[config.mk]
export PLATFORM = sky130hd
export DESIGN_NAME = op_retire_sampler
export DESIGN_NICKNAME = d
export VERILOG_FILES = /design/src/rtl/sampler_pkg.sv /design/src/rtl/sampler_ctrl.sv /design/src/rtl/sampler_dp.sv /design/src/rtl/op_retire_sampler.sv
export SDC_FILE = /design/constraint.sdc
export NUM_CORES = 1
export LEC_CHECK = 0
export ABC_AREA = 1
export CELL_PAD_IN_SITES_DETAIL_PLACEMENT = 1
export CELL_PAD_IN_SITES_GLOBAL_PLACEMENT = 2
export CORE_ASPECT_RATIO = 0.8
export CORE_MARGIN = 3
export CORE_UTILIZATION = 22
export CTS_CLUSTER_SIZE = 8
export DETAILED_ROUTE_END_ITERATION = 7
export HOLD_SLACK_MARGIN = 0.12
export PLACE_DENSITY = 0.91
export SLEW_MARGIN = 20
export SYNTH_ARGS = -nofsm -noshare
export SYNTH_HDL_FRONTEND = slang
export SYNTH_SLANG_ARGS = --single-unit
[constraint.sdc]
create_clock -name clk -period 3.25 [get_ports clk]
set_clock_uncertainty 0.1 [all_clocks]
set_input_delay 0.975 -clock clk [delete_from_list [all_inputs] [get_ports clk]]
set_output_delay 0.975 -clock clk [all_outputs]
set_load 0.05 [all_outputs]
[src/rtl/sampler_pkg.sv]
`timescale 1ns/1ps
package sampler_pkg;

  typedef enum logic [1:0] {
    ST_COUNT,
    ST_PEND,
    ST_TRACK,
    ST_HOLD
  } smpState_t;

  // control -> datapath strobes
  typedef struct packed {
    logic capture;
    logic accum;
    logic publish;
    logic clear;
  } dpStrobe_t;

  // datapath -> control tag matches
  typedef struct packed {
    logic evtHit;
    logic retHit;
    logic flushHit;
  } dpHit_t;

endpackage

[src/rtl/sampler_ctrl.sv]
`timescale 1ns/1ps
module sampler_ctrl
  import sampler_pkg::*;
#(
  parameter int CNT_W = 16
) (
  input  logic             clk,
  input  logic             rstN,
  input  logic             enable,
  input  logic             modeSel,
  input  logic [CNT_W-1:0] period,
  input  logic             clearSample,
  input  logic             dispValid,
  input  dpHit_t           hits,
  output dpStrobe_t        strobe,
  output logic             tracking,
  output logic             modeQ
);

  localparam int W1 = CNT_W + 1;

  smpState_t        stateQ, stateD;
  logic [CNT_W-1:0] cntQ, cntD;
  logic [W1-1:0]    cntPlus;
  logic             tick;
  logic             reach;

  always_ff @(posedge clk) begin
    if (!rstN) modeQ <= 1'b0;
    else if (!enable) modeQ <= modeSel;
  end

  assign tick    = modeQ ? dispValid : 1'b1;
  assign cntPlus = {1'b0, cntQ} + W1'(1);
  assign reach   = cntPlus >= {1'b0, period};

  always_comb begin
    stateD = stateQ;
    cntD   = cntQ;
    strobe = '0;
    if (stateQ == ST_HOLD) begin
      if (clearSample) begin
        strobe.clear = 1'b1;
        stateD       = ST_COUNT;
        cntD         = '0;
      end
    end else if (!enable) begin
      stateD = ST_COUNT;
      cntD   = '0;
    end else begin
      case (stateQ)
        ST_COUNT: begin
          if (tick) begin
            if (reach) begin
              stateD = ST_PEND;
              cntD   = '0;
            end else begin
              cntD = cntPlus[CNT_W-1:0];
            end
          end
        end
        ST_PEND: begin
          if (dispValid) begin
            strobe.capture = 1'b1;
            stateD         = ST_TRACK;
          end
        end
        ST_TRACK: begin
          if (hits.flushHit) begin
            stateD = ST_COUNT;
            cntD   = '0;
          end else begin
            strobe.accum = hits.evtHit;
            if (hits.retHit) begin
              strobe.publish = 1'b1;
              stateD         = ST_HOLD;
            end
          end
        end
        default: stateD = ST_COUNT;
      endcase
    end
  end

  always_ff @(posedge clk) begin
    if (!rstN) begin
      stateQ <= ST_COUNT;
      cntQ   <= '0;
    end else begin
      stateQ <= stateD;
      cntQ   <= cntD;
    end
  end

  assign tracking = (stateQ == ST_TRACK);

endmodule

[src/rtl/sampler_dp.sv]
`timescale 1ns/1ps
module sampler_dp
  import sampler_pkg::*;
#(
  parameter int TAG_W  = 6,
  parameter int ADDR_W = 48,
  parameter int TS_W   = 32,
  parameter int PID_W  = 16,
  parameter int FLAG_W = 8
) (
  input  logic              clk,
  input  logic              rstN,
  input  dpStrobe_t         strobe,
  input  logic [TAG_W-1:0]  dispTag,
  input  logic [ADDR_W-1:0] dispAddr,
  input  logic [TS_W-1:0]   dispTime,
  input  logic [PID_W-1:0]  dispPid,
  input  logic              evtValid,
  input  logic [TAG_W-1:0]  evtTag,
  input  logic [FLAG_W-1:0] evtFlags,
  input  logic              retValid,
  input  logic [TAG_W-1:0]  retTag,
  input  logic              flushValid,
  input  logic [TAG_W-1:0]  flushTag,
  output dpHit_t            hits,
  output logic [TAG_W-1:0]  tagQ,
  output logic              validQ,
  output logic              irqQ,
  output logic [ADDR_W-1:0] addrQ,
  output logic [TS_W-1:0]   timeQ,
  output logic [PID_W-1:0]  pidQ,
  output logic [FLAG_W-1:0] flagsQ
);

  logic [FLAG_W-1:0] evtMasked;

  assign hits.evtHit   = evtValid   && (evtTag   == tagQ);
  assign hits.retHit   = retValid   && (retTag   == tagQ);
  assign hits.flushHit = flushValid && (flushTag == tagQ);

  assign evtMasked = hits.evtHit ? evtFlags : '0;

  always_ff @(posedge clk) begin
    if (!rstN) begin
      tagQ   <= '0;
      addrQ  <= '0;
      timeQ  <= '0;
      pidQ   <= '0;
      flagsQ <= '0;
    end else if (strobe.capture) begin
      tagQ   <= dispTag;
      addrQ  <= dispAddr;
      timeQ  <= dispTime;
      pidQ   <= dispPid;
      flagsQ <= '0;
    end else if (strobe.accum) begin
      flagsQ <= flagsQ | evtMasked;
    end
  end

  always_ff @(posedge clk) begin
    if (!rstN) begin
      validQ <= 1'b0;
      irqQ   <= 1'b0;
    end else begin
      irqQ <= strobe.publish;
      if (strobe.publish) validQ <= 1'b1;
      else if (strobe.clear) validQ <= 1'b0;
    end
  end

endmodule

[src/rtl/op_retire_sampler.sv]
`timescale 1ns/1ps
module op_retire_sampler
  import sampler_pkg::*;
#(
  parameter int CNT_W  = 16,
  parameter int TAG_W  = 6,
  parameter int ADDR_W = 48,
  parameter int TS_W   = 32,
  parameter int PID_W  = 16,
  parameter int FLAG_W = 8
) (
  input  logic              clk,
  input  logic              rstN,
  input  logic              enable,
  input  logic              modeSel,
  input  logic [CNT_W-1:0]  period,
  input  logic              clearSample,
  input  logic              dispValid,
  input  logic [TAG_W-1:0]  dispTag,
  input  logic [ADDR_W-1:0] dispAddr,
  input  logic [TS_W-1:0]   dispTime,
  input  logic [PID_W-1:0]  dispPid,
  input  logic              evtValid,
  input  logic [TAG_W-1:0]  evtTag,
  input  logic [FLAG_W-1:0] evtFlags,
  input  logic              retValid,
  input  logic [TAG_W-1:0]  retTag,
  input  logic              flushValid,
  input  logic [TAG_W-1:0]  flushTag,
  output logic              smpValid,
  output logic [ADDR_W-1:0] smpAddr,
  output logic [TS_W-1:0]   smpTime,
  output logic [PID_W-1:0]  smpPid,
  output logic [FLAG_W-1:0] smpFlags,
  output logic              irq
);

  dpStrobe_t        strobe;
  dpHit_t           hits;
  logic             tracking;
  logic             modeQ;
  logic [TAG_W-1:0] tagQ;

  sampler_ctrl #(.CNT_W(CNT_W)) u_ctrl (
    .clk         (clk),
    .rstN        (rstN),
    .enable      (enable),
    .modeSel     (modeSel),
    .period      (period),
    .clearSample (clearSample),
    .dispValid   (dispValid),
    .hits        (hits),
    .strobe      (strobe),
    .tracking    (tracking),
    .modeQ       (modeQ)
  );

  sampler_dp #(
    .TAG_W(TAG_W), .ADDR_W(ADDR_W), .TS_W(TS_W), .PID_W(PID_W), .FLAG_W(FLAG_W)
  ) u_dp (
    .clk        (clk),
    .rstN       (rstN),
    .strobe     (strobe),
    .dispTag    (dispTag),
    .dispAddr   (dispAddr),
    .dispTime   (dispTime),
    .dispPid    (dispPid),
    .evtValid   (evtValid),
    .evtTag     (evtTag),
    .evtFlags   (evtFlags),
    .retValid   (retValid),
    .retTag     (retTag),
    .flushValid (flushValid),
    .flushTag   (flushTag),
    .hits       (hits),
    .tagQ       (tagQ),
    .validQ     (smpValid),
    .irqQ       (irq),
    .addrQ      (smpAddr),
    .timeQ      (smpTime),
    .pidQ       (smpPid),
    .flagsQ     (smpFlags)
  );

endmodule

**Word-level counts from Yosys, hierarchy flattened**

Index checks and enable logic that the tools add are counted.

- Add/sub/neg operators: 1
- Magnitude comparators: 1
- Eq/ne operators: 13
- Mux-type cells: 29
- Bitwise operators: 2
- Reductions and logical operators: 8

Operators with widths:

| cell | number |
|---|---|
| 2-to-1 mux 16 bit | 6 |
| case mux 16 bit (2 select lines) | 1 |
| 2-to-1 mux 2 bit | 10 |
| equality test 6 bit | 3 |
| adder 16 x 1 -> 17 bit (second input constant) | 1 |
| greater-or-equal comparator 17 x 16 -> 1 bit | 1 |
| 2-to-1 mux 1 bit | 8 |
| 2-to-1 mux 8 bit | 1 |
| inequality test 4 x 2 -> 1 bit (second input constant) | 2 |
| inequality test 4 x 3 -> 1 bit (second input constant) | 2 |
| OR 8 bit | 1 |
| 2-to-1 mux 3 bit | 2 |
| case mux 2 bit (3 select lines) | 1 |
| inequality test 5 x 4 -> 1 bit (second input constant) | 1 |
| AND reduction 5 bit | 1 |
| equality test 2 bit (second input constant) | 2 |
| inequality test 4 x 1 -> 1 bit (second input constant) | 1 |
| AND reduction 4 bit | 1 |
| logical AND 1 bit | 3 |
| equality test 2 x 1 -> 1 bit (second input constant) | 1 |
| logical NOT 2 bit | 1 |
| inequality test 2 bit (second input constant) | 1 |
| nonzero test 2 bit | 1 |
| OR reduction 2 bit | 1 |
| NOT 1 bit | 1 |

- Register bits: 131
- Bits of input ports: 153
- Output and inout port bits: 106
- Logic and storage cells: 64

**Depth between registers and ports, before layout**

Gate-level depths: netlist of run 1.

- Depth after elaboration: 8
- Gate-level depth with buffers: 20
- Gate-level depth less buffers: 20

**Cells and area by module**

A second synthesis of run 1 with hierarchy kept.

- Cell total of the unflattened synthesis: 836
- Area total of the unflattened synthesis: 6028.3 um^2

Modules (own cells, without submodules):

| module | times used | cells an instance | area each (um^2) | sequential area each (um^2) |
|---|---|---|---|---|
| sampler_dp | 1 | 552 | 4169.0 | 2242.2 |
| sampler_ctrl | 1 | 284 | 1859.3 | 380.4 |

**Worst setup path after synthesis of run 1**

OpenSTA, ideal clock, no wires.

- Path type: reg-to-reg
- Start: register u_ctrl.cntQ[0]
- End: register u_ctrl.cntQ[15]
- Setup time: 74 ps
- Data arrival time: 2599 ps
- Required time: 3076 ps
- Path slack: 478 ps
- Stages on the path, launching flop included: 20
- Clock period less this slack: 2772 ps
- Cells stage by stage: dfxtp_1 > ha_1 > nand3_1 > nor2_2 > nand2_1 > nor2_1 > xor2_1 > ha_1 > nand2_1 > inv_1 > nand2_1 > nor2_1 > a21oi_1 > nand2_1 > nand2_1 > nand3_1 > nand2_2 > buf_2 > nand3_1 > a21oi_1

- Longest elaborated chain between the ends: 7

Ends and longest elaborated chain:

| item | line | text |
|---|---|---|
| from (decl) | sampler_ctrl.sv:23 | `logic [CNT_W-1:0] cntQ, cntD;` |
| from (signal assigned) | sampler_ctrl.sv:91 | `cntQ <= cntD;` |
| adder 16 x 1 -> 17 bit * | sampler_ctrl.sv:34 | `assign cntPlus = {1'b0, cntQ} + W1'(1);` |
| greater-or-equal comparator 17 x 16 -> 1 bit | sampler_ctrl.sv:35 | `assign reach = cntPlus >= {1'b0, period};` |
| 2-to-1 mux 16 bit * | sampler_ctrl.sv:54 | `if (reach) begin` |
| 2-to-1 mux 16 bit * | sampler_ctrl.sv:53 | `if (tick) begin` |
| case mux 16 bit (2 select lines) * | sampler_ctrl.sv:51 | `case (stateQ)` |
| 2-to-1 mux 16 bit * | sampler_ctrl.sv:47 | `end else if (!enable) begin` |
| 2-to-1 mux 16 bit * | sampler_ctrl.sv:41 | `if (stateQ == ST_HOLD) begin` |

Every way passes the cells marked *; elsewhere a longest branch is shown, timed or not. The select of a mux whose other input is x is not followed.
A chain may end at the register's enable or synchronous reset.

**Final worst setup path of run 1**

- Start: register u_ctrl.cntQ[2]
- End: register u_ctrl.cntQ[4]

Same word-level chain as after synthesis.

==> results of run 1 <==
[area by class of cell]
cell class,count,area (um^2)
multi-input cells,546,2790
clock inverters,11,149
fillers,3081,16100
flip-flops and latches,131,2630
inverters,60,226
well taps,351,439
clock buffers,21,480
repair buffers,274,2760
[Yosys cell counts]
cell type | instances | area share
nor2_1 | 216 | 0.14
dfxtp_1 | 131 | 0.45
o21ai_0 | 107 | 0.093
nand2_1 | 86 | 0.056
inv_1 | 55 | 0.036
a21oi_1 | 30 | 0.026
clkbuf_1 | 29 | 0.019
ha_1 | 22 | 0.048
nand3_1 | 14 | 0.012
xor2_1 | 14 | 0.021
nand3_2 | 12 | 0.021
a21oi_2 | 9 | 0.014
buf_2 | 6 | 0.0052
inv_2 | 5 | 0.0032
xnor2_1 | 5 | 0.0076
nand4_1 | 4 | 0.0043
a21boi_0 | 2 | 0.0026
nand3b_1 | 2 | 0.0026
nor2_2 | 2 | 0.0022
nor3_1 | 2 | 0.0017
nor3_2 | 2 | 0.0035
o2111ai_1 | 2 | 0.0030
o21ai_1 | 2 | 0.0017
o22ai_1 | 2 | 0.0022
or2_2 | 2 | 0.0022
a221o_1 | 1 | 0.0017
a31o_2 | 1 | 0.0015
a31oi_1 | 1 | 0.0011
and3_1 | 1 | 0.0011
buf_1 | 1 | 0.00065
buf_12 | 1 | 0.0035
buf_6 | 1 | 0.0019
nand2_2 | 1 | 0.0011
nor3b_2 | 1 | 0.0022
nor4_2 | 1 | 0.0022
o211ai_1 | 1 | 0.0013
o21a_1 | 1 | 0.0013
[repair_timing]
item,CTS,global route
setup buffers,0,2
setup endpoints to repair,0,18
gates resized for setup,0,8
[power by group through the flow]
stage	registers (mW)	clock network (mW)	logic (mW)
global route	1.94	2.21	2.06
finish	1.91	2.06	1.89
floorplan	2.46	0	0.670
global placement	1.93	0	1.89
detailed placement	1.94	0	1.90
CTS	1.91	2.14	1.91
[tightest hold or removal path, delay by kind of cell, from the launching register on]
kind,cells,cell delay [ns]
AO/OA/AOI/OAI,1,0.05
flip-flops,1,0.30
buffers and inverters,1,0.05
[cell usage in the layout (no fill, tap or decap), types with 11 or more instances in the layout]
cell type	instances
a21oi_1	30
buf_4	11
clkbuf_16	17
clkdlybuf4s50_1	257
dfxtp_1	129
ha_1	21
inv_1	55
nand2_1	86
nand3_1	12
nand3_2	13
nor2_1	215
o21ai_0	107
xor2_1	14
[routing by layer]
layer | part of all wire | global-route usage | vias up | wire length (um)
li1 | - | - | 2997 | -
met1 | 0.45 | 0.181 | 2784 | 9500
met2 | 0.43 | 0.224 | 181 | 8990
met3 | 0.10 | 0.0789 | 19 | 2180
met4 | 0.014 | 0.0389 | 0 | 294
met5 | 0 | 0 | - | 0
[sequential cells by signal, summed over array words and instances, names as in the netlist]
| register | flops |
|---|---|
| u_ctrl.modeQ | 1 |
| u_dp.validQ | 1 |
| u_ctrl.stateQ | 2 |
| u_dp.pidQ | 16 |
| u_dp.flagsQ | 8 |
| u_dp.tagQ | 6 |
| u_dp.addrQ | 48 |
| u_ctrl.cntQ | 16 |
| u_dp.irqQ | 1 |
| u_dp.timeQ | 32 |
[worst min-delay path by stage]
stage	startpoint	end	slack, ns
2_1_floorplan	u_ctrl.modeQ$_SDFFE_PN0N_	u_ctrl.modeQ$_SDFFE_PN0N_	0.34
3_3_place_gp	u_dp.flagsQ[0]$_SDFFE_PP0P_	u_dp.flagsQ[0]$_SDFFE_PP0P_	0.34
3_5_place_dp	u_dp.flagsQ[5]$_SDFFE_PP0P_	u_dp.flagsQ[5]$_SDFFE_PP0P_	0.34
4_1_cts	u_dp.flagsQ[5]$_SDFFE_PP0P_	u_dp.flagsQ[5]$_SDFFE_PP0P_	0.35
5_1_grt	u_dp.flagsQ[5]$_SDFFE_PP0P_	u_dp.flagsQ[5]$_SDFFE_PP0P_	0.37
6_report	u_dp.flagsQ[5]$_SDFFE_PP0P_	u_dp.flagsQ[5]$_SDFFE_PP0P_	0.35
[kinds of logic (layout without fill, tap and decap cells)]
family | after synthesis | in the layout
simple gates | 346 | 346
fa+ha+maj | 22 | 22
compound gates | 159 | 159
xor+xnor | 19 | 19
flops | 131 | 131
buf+inv | 98 | 366
==> flow_summary.ini, run 1 <==
[setup_path]
crit_chain = nand3_2 > nor3b_2 > nand2_1 > nor2_1 > xnor2_1 > inv_2 > ha_1 > nand2_1 > inv_1 > nand2_1 > nor2_1 > a21oi_1 > nand2_1 > nand2_1 > nand3_1 > nand2_2 > buf_4 > nand3_1 > a21oi_1
ff2ff_path_depth = 19
worstPathArrival_ns = 3.19
r2r_slack_ns = 0.30
worst-path-buf-inv = 3
crit_path_max_incr_delay_ns = 0.43
path_class = reg2reg
crit_required_ns = 3.49
r2r_start = u_ctrl.cntQ[2]$_SDFFE_PN0P_
start_kind = register
endpoint = u_ctrl.cntQ[4]$_SDFFE_PN0P_
cp_max_fo = 9
timing.rr.end = u_ctrl.cntQ[4]$_SDFFE_PN0P_
worst_path_max_delay_cell = dfxtp_1
timing.critical_path.depth = 19
cpMostUsedCell = nand2_1
crit_family = simple AND/OR/NAND/NOR gates
cp-startpoint = u_ctrl.cntQ[2]$_SDFFE_PN0P_
cp-end-kind = register

[sta]
rsz0062_at_grt = no
finalSetupViolCount = 0
finalCritPeriodShare = 0.909
whs_ns = 0.351
fmax_mhz = 339
relSlewSlack = 0.447
slew_viol_final = 0
worst_slack_ns = 0.297
layout_min_cycle_time_ns = 2.95
hold_violations = 0
worst_pin_slew_ns = 0.830
setup-tns-final_ns = 0

[synth]
synth_top_family_by_area = simple AND/OR/NAND/NOR gates
ys_seq_elements = 131
synthAdderAreaFrac = 0.0476
yosys_warnings = 0
yosys.area_share.simple = 0.252
yosysUniqueCellTypes = 37
yosysSeqAreaShare = 0.454
synth_area_mm2 = 0.00578
synth_compound_area_frac = 0.149
syn_inst = 775
synth_area_per_cell_um2 = 7.46
synthMuxAreaShare = 0
synth_xor_area_frac = 0.0288
syn_nets = 950

[clock_tree]
cts_num_sinks = 131
cts_tree = yes
ctsHoldBuffers = 0
numCtsBuffers = 17
htree_levels = 4
root_buffer = clkbuf_16
clkSlewWorstSetupHoldPaths_ns = 0.06
clock_latency_ns = 0.42
cts_buffer_depth = 2

[global_route]
grt_max_degree = 60
grt_overflow = 0
grt_pass1_wl_um = 32900
antenna_found_initial = 0
first_global_vias = 6174
grt_use_total = 0.147

[route]
routedWlPerCell_um = 15.0
postRouteAntennaNets = 0
drc = 0
first_pass_iters = 4
vias = 5981
via_per_inst = 4.29
drt_iter0_drc = 249
drt_wl_total_um = 21000

[power_and_ir_drop]
peakVddDrop_uv = 331
p_leak_nw = 3.64
power_density_mw_per_mm2 = 619
p_seq_frac = 0.326
p_sw_mw = 2.08
total_power_mw = 5.86
combPwrFrac = 0.323
p_int_mw = 3.79
p_sw_frac = 0.355
clock_power_share = 0.352

[place]
dpl.hpwl_um = 15400
post-place-ws_ns = 0.0663
postPlaceCellArea_mm2 = 0.00880
io_buffers = 258
dp_cells = 1360
gp_congestion = 0.768

[floorplan]
start_util = 0.226
ioPinCount = 259
core_mm2 = 0.0256
row_count = 52
die_w_um = 187
die_area_mm2 = 0.0283
fp.dieH_um = 151

[finish]
design_area_mm2 = 0.00947
fin_cells = 1394
diodes = 0
final_util = 0.370
drive_above_1_share = 0.0882
area_growth_pct = 63.9
final_nets = 1205

[min_path]
hold_path_class = reg2reg
hold_depth = 2

[status]
outcome = finished clean

[job]
drv_cap = 0
Power figures use the tool's default switching activity.
==> inputs of run 2 (changes only) <==
--- a/config.mk
+++ b/config.mk
@@ -10,11 +10,12 @@
 export CELL_PAD_IN_SITES_GLOBAL_PLACEMENT = 2
 export CORE_ASPECT_RATIO = 0.8
 export CORE_MARGIN = 3
-export CORE_UTILIZATION = 22
+export CORE_UTILIZATION = 20
 export CTS_CLUSTER_SIZE = 8
 export DETAILED_ROUTE_END_ITERATION = 7
+export GPL_TIMING_DRIVEN = 0
 export HOLD_SLACK_MARGIN = 0.12
-export PLACE_DENSITY = 0.91
+export PLACE_DENSITY = 0.88
 export SLEW_MARGIN = 20
 export SYNTH_ARGS = -nofsm -noshare
 export SYNTH_HDL_FRONTEND = slang
==> constraint.sdc (replaced) <==
create_clock -name clk -period 2.4 [get_ports clk]
set_clock_uncertainty 0.1 [all_clocks]
set_input_delay 0.72 -clock clk [delete_from_list [all_inputs] [get_ports clk]]
set_output_delay 0.72 -clock clk [all_outputs]
set_load 0.05 [all_outputs]
==> run 2 against run 1 <==
The flow now finishes with violations (setup timing). Final area up 4.6%. Die area up 9.6%. Clock power up 42%. Core utilization down 2.1 points. Non-clock buffer count up 43. Register-to-register slack worse by 0.79 ns. Flip-flop and latch count unchanged. Global-route usage about the same. Critical path depth unchanged. Largest power group unchanged.
==> flow_summary.ini, run 2 (synthesis results as in run 1) <==
[status]
outcome = complete, but fails checks
violations = setup timing

[finish]
largest_reg_flops = 48
area_growth_pct = 71.5
final_util = 0.350
drive_above_1_share = 0.141
top_regs = u_dp.addrQ x48, u_dp.timeQ x32
layout_commonest_cell = nor2_1
diodes = 0
largest_register = u_dp.addrQ
layout_common_cells = nor2_1 (208), clkdlybuf4s50_1 (151), dfxtp_1 (125)
final_nets = 1248
fin_cells = 1456

[place]
dpl.hpwl_um = 17500
gp_congestion = 0.765
io_buffers = 257
post-place-ws_ns = -0.897
dp_cells = 1402

[route]
via_per_inst = 4.21
drc = 0
drt_iter0_drc = 128
vias = 6133
routedWlPerCell_um = 16.0
postRouteAntennaNets = 0
first_pass_iters = 4
drt_wl_total_um = 23300

[sta]
fmax_mhz = 345
worst_slack_ns = -0.497
layout_min_cycle_time_ns = 2.90
slew_viol_final = 0
rsz0062_at_grt = yes
hold_violations = 0
worst_pin_slew_ns = 0.804
finalCritPeriodShare = 1.21
whs_ns = 0.348
relSlewSlack = 0.464
finalSetupViolCount = 18

[global_route]
grt_pass1_wl_um = 35100
grt_use_total = 0.146
grt_overflow = 0
first_global_vias = 6453
grt_max_degree = 17
antenna_found_initial = 1

[floorplan]
die_area_mm2 = 0.0310
fp.dieH_um = 158
core_mm2 = 0.0284
row_count = 55
start_util = 0.204
ioPinCount = 259
die_w_um = 196

[setup_path]
crit_family = simple AND/OR/NAND/NOR gates
cp-end-kind = register
worst-path-buf-inv = 4
cp_max_fo = 5
timing.rr.end = u_ctrl.cntQ[9]$_SDFFE_PN0P_
r2r_start = u_ctrl.cntQ[0]$_SDFFE_PN0P_
crit_chain = ha_4 > nand3_4 > nor2_4 > nand2_4 > nor2_4 > xor2_2 > ha_1 > nand2_1 > inv_1 > nand2_2 > buf_6 > buf_6 > nor2_2 > nor2_2 > nand3_2 > nand2_4 > clkbuf_16 > nand3_2 > a21oi_2
worst_path_max_delay_cell = dfxtp_4
path_class = reg2reg
worstPathArrival_ns = 3.14
crit_path_max_incr_delay_ns = 0.39
cp-startpoint = u_ctrl.cntQ[0]$_SDFFE_PN0P_
r2r_slack_ns = -0.50
start_kind = register
ff2ff_path_depth = 19
crit_required_ns = 2.65

[min_path]
hold_depth = 2
whs_endpoint = u_dp.flagsQ[5]$_SDFFE_PP0P_
hold_path_class = reg2reg
min_from = u_dp.flagsQ[5]$_SDFFE_PP0P_

[clock_tree]
ctsHoldBuffers = 0
numCtsBuffers = 17
cts_tree = yes
cts_buffer_depth = 2
clkSlewWorstSetupHoldPaths_ns = 0.06
clock_latency_ns = 0.42
cts_num_sinks = 131
htree_levels = 4
root_buffer = clkbuf_16

[job]
drv_cap = 0

[power_and_ir_drop]
power_density_mw_per_mm2 = 821
p_leak_nw = 4.39
total_power_mw = 8.14
peakVddDrop_uv = 474
[run 2: cell types whose count changed in the layout (fill, tap and decap cells not counted), moves of 5 or more]
cell             previous run  this run
buf_4                      11        20
clkdlybuf4s50_1           257       151
buf_6                       0         5
nand3_1                    12         6
nand2_2                     1         8
a21oi_1                    30        24
clkbuf_1                    0        24
clkbuf_2                    0         5
o21ai_0                   107       102
nand3_4                     1         8
a21oi_2                     9        15
nor2_1                    215       208
dlygate4sd2_1               0       102
nand2_1                    86        76
[run 2: power breakdown]
| group | switching (mW) | total, mW | internal, mW |
|---|---|---|---|
| clock | 1.06 | 2.92 | 1.86 |
| sequential | 0.161 | 2.59 | 2.43 |
| combinational | 1.73 | 2.62 | 0.892 |
[run 2: final cells by class]
cell class,instances,area (um^2)
Timing Repair Buffer,279,2650
Buffer,38,209
Multi-Input combinational cell,546,3070
Clock inverter,10,170
Clock buffer,22,484
Tap cell,370,463
Sequential cell,131,2640
Fill cell,3442,18400
Inverter,60,228
[run 2: worst max path at each step]
stage	slack [ns]	cells past startpoint	end
after floorplan	-0.15	19	u_ctrl.cntQ[15]$_SDFFE_PN0P_
after global placement	-0.87	8	u_dp.addrQ[11]$_SDFFE_PN0P_
after detailed placement	-0.90	8	u_dp.addrQ[11]$_SDFFE_PN0P_
after CTS	-0.39	19	u_ctrl.cntQ[15]$_SDFFE_PN0P_
after global routing	-0.67	19	u_ctrl.cntQ[15]$_SDFFE_PN0P_
final	-0.50	19	u_ctrl.cntQ[9]$_SDFFE_PN0P_
[run 2: per-layer routing]
| metal | GRT usage | vias to the layer above | wire length, um |
|---|---|---|---|
| met2 | 0.243 | 188 | 10900 |
| met3 | 0.0734 | 23 | 2360 |
| li1 | - | 3079 | - |
| met5 | 0 | - | 12 |
| met1 | 0.166 | 2841 | 9650 |
| met4 | 0.0428 | 2 | 363 |
[run 2: metrics by stage]
step                setup TNS, ns  instance area [um^2]
floorplan                   -1.65                  5820
global placement           -84.90                  8860
detailed placement         -88.77                  8860
CTS                         -6.23                  9690
global route               -11.28                  9910
finish                      -8.10                  9910
[run 2: repair_timing]
| action | in CTS | in global routing |
|---|---|---|
| endpoints found under the setup margin | 230 | 102 |
| buffers inserted | 14 | 7 |
| pin swaps | 17 | 30 |
| gates cloned | 0 | 1 |
| gates resized for setup | 155 | 37 |
[run 2: worst register-to-register path: stages, from the launching register on]
cell and delay (ns):
dfxtp_4 0.39, ha_4 0.16, nand3_4 0.07, nor2_4 0.21, nand2_4 0.11, nor2_4 0.12
xor2_2 0.18, ha_1 0.28, nand2_1 0.08, inv_1 0.05, nand2_2 0.09, buf_6 0.11
buf_6 0.08, nor2_2 0.03, nor2_2 0.12, nand3_2 0.11, nand2_4 0.17, clkbuf_16 0.19
nand3_2 0.06, a21oi_2 0.13
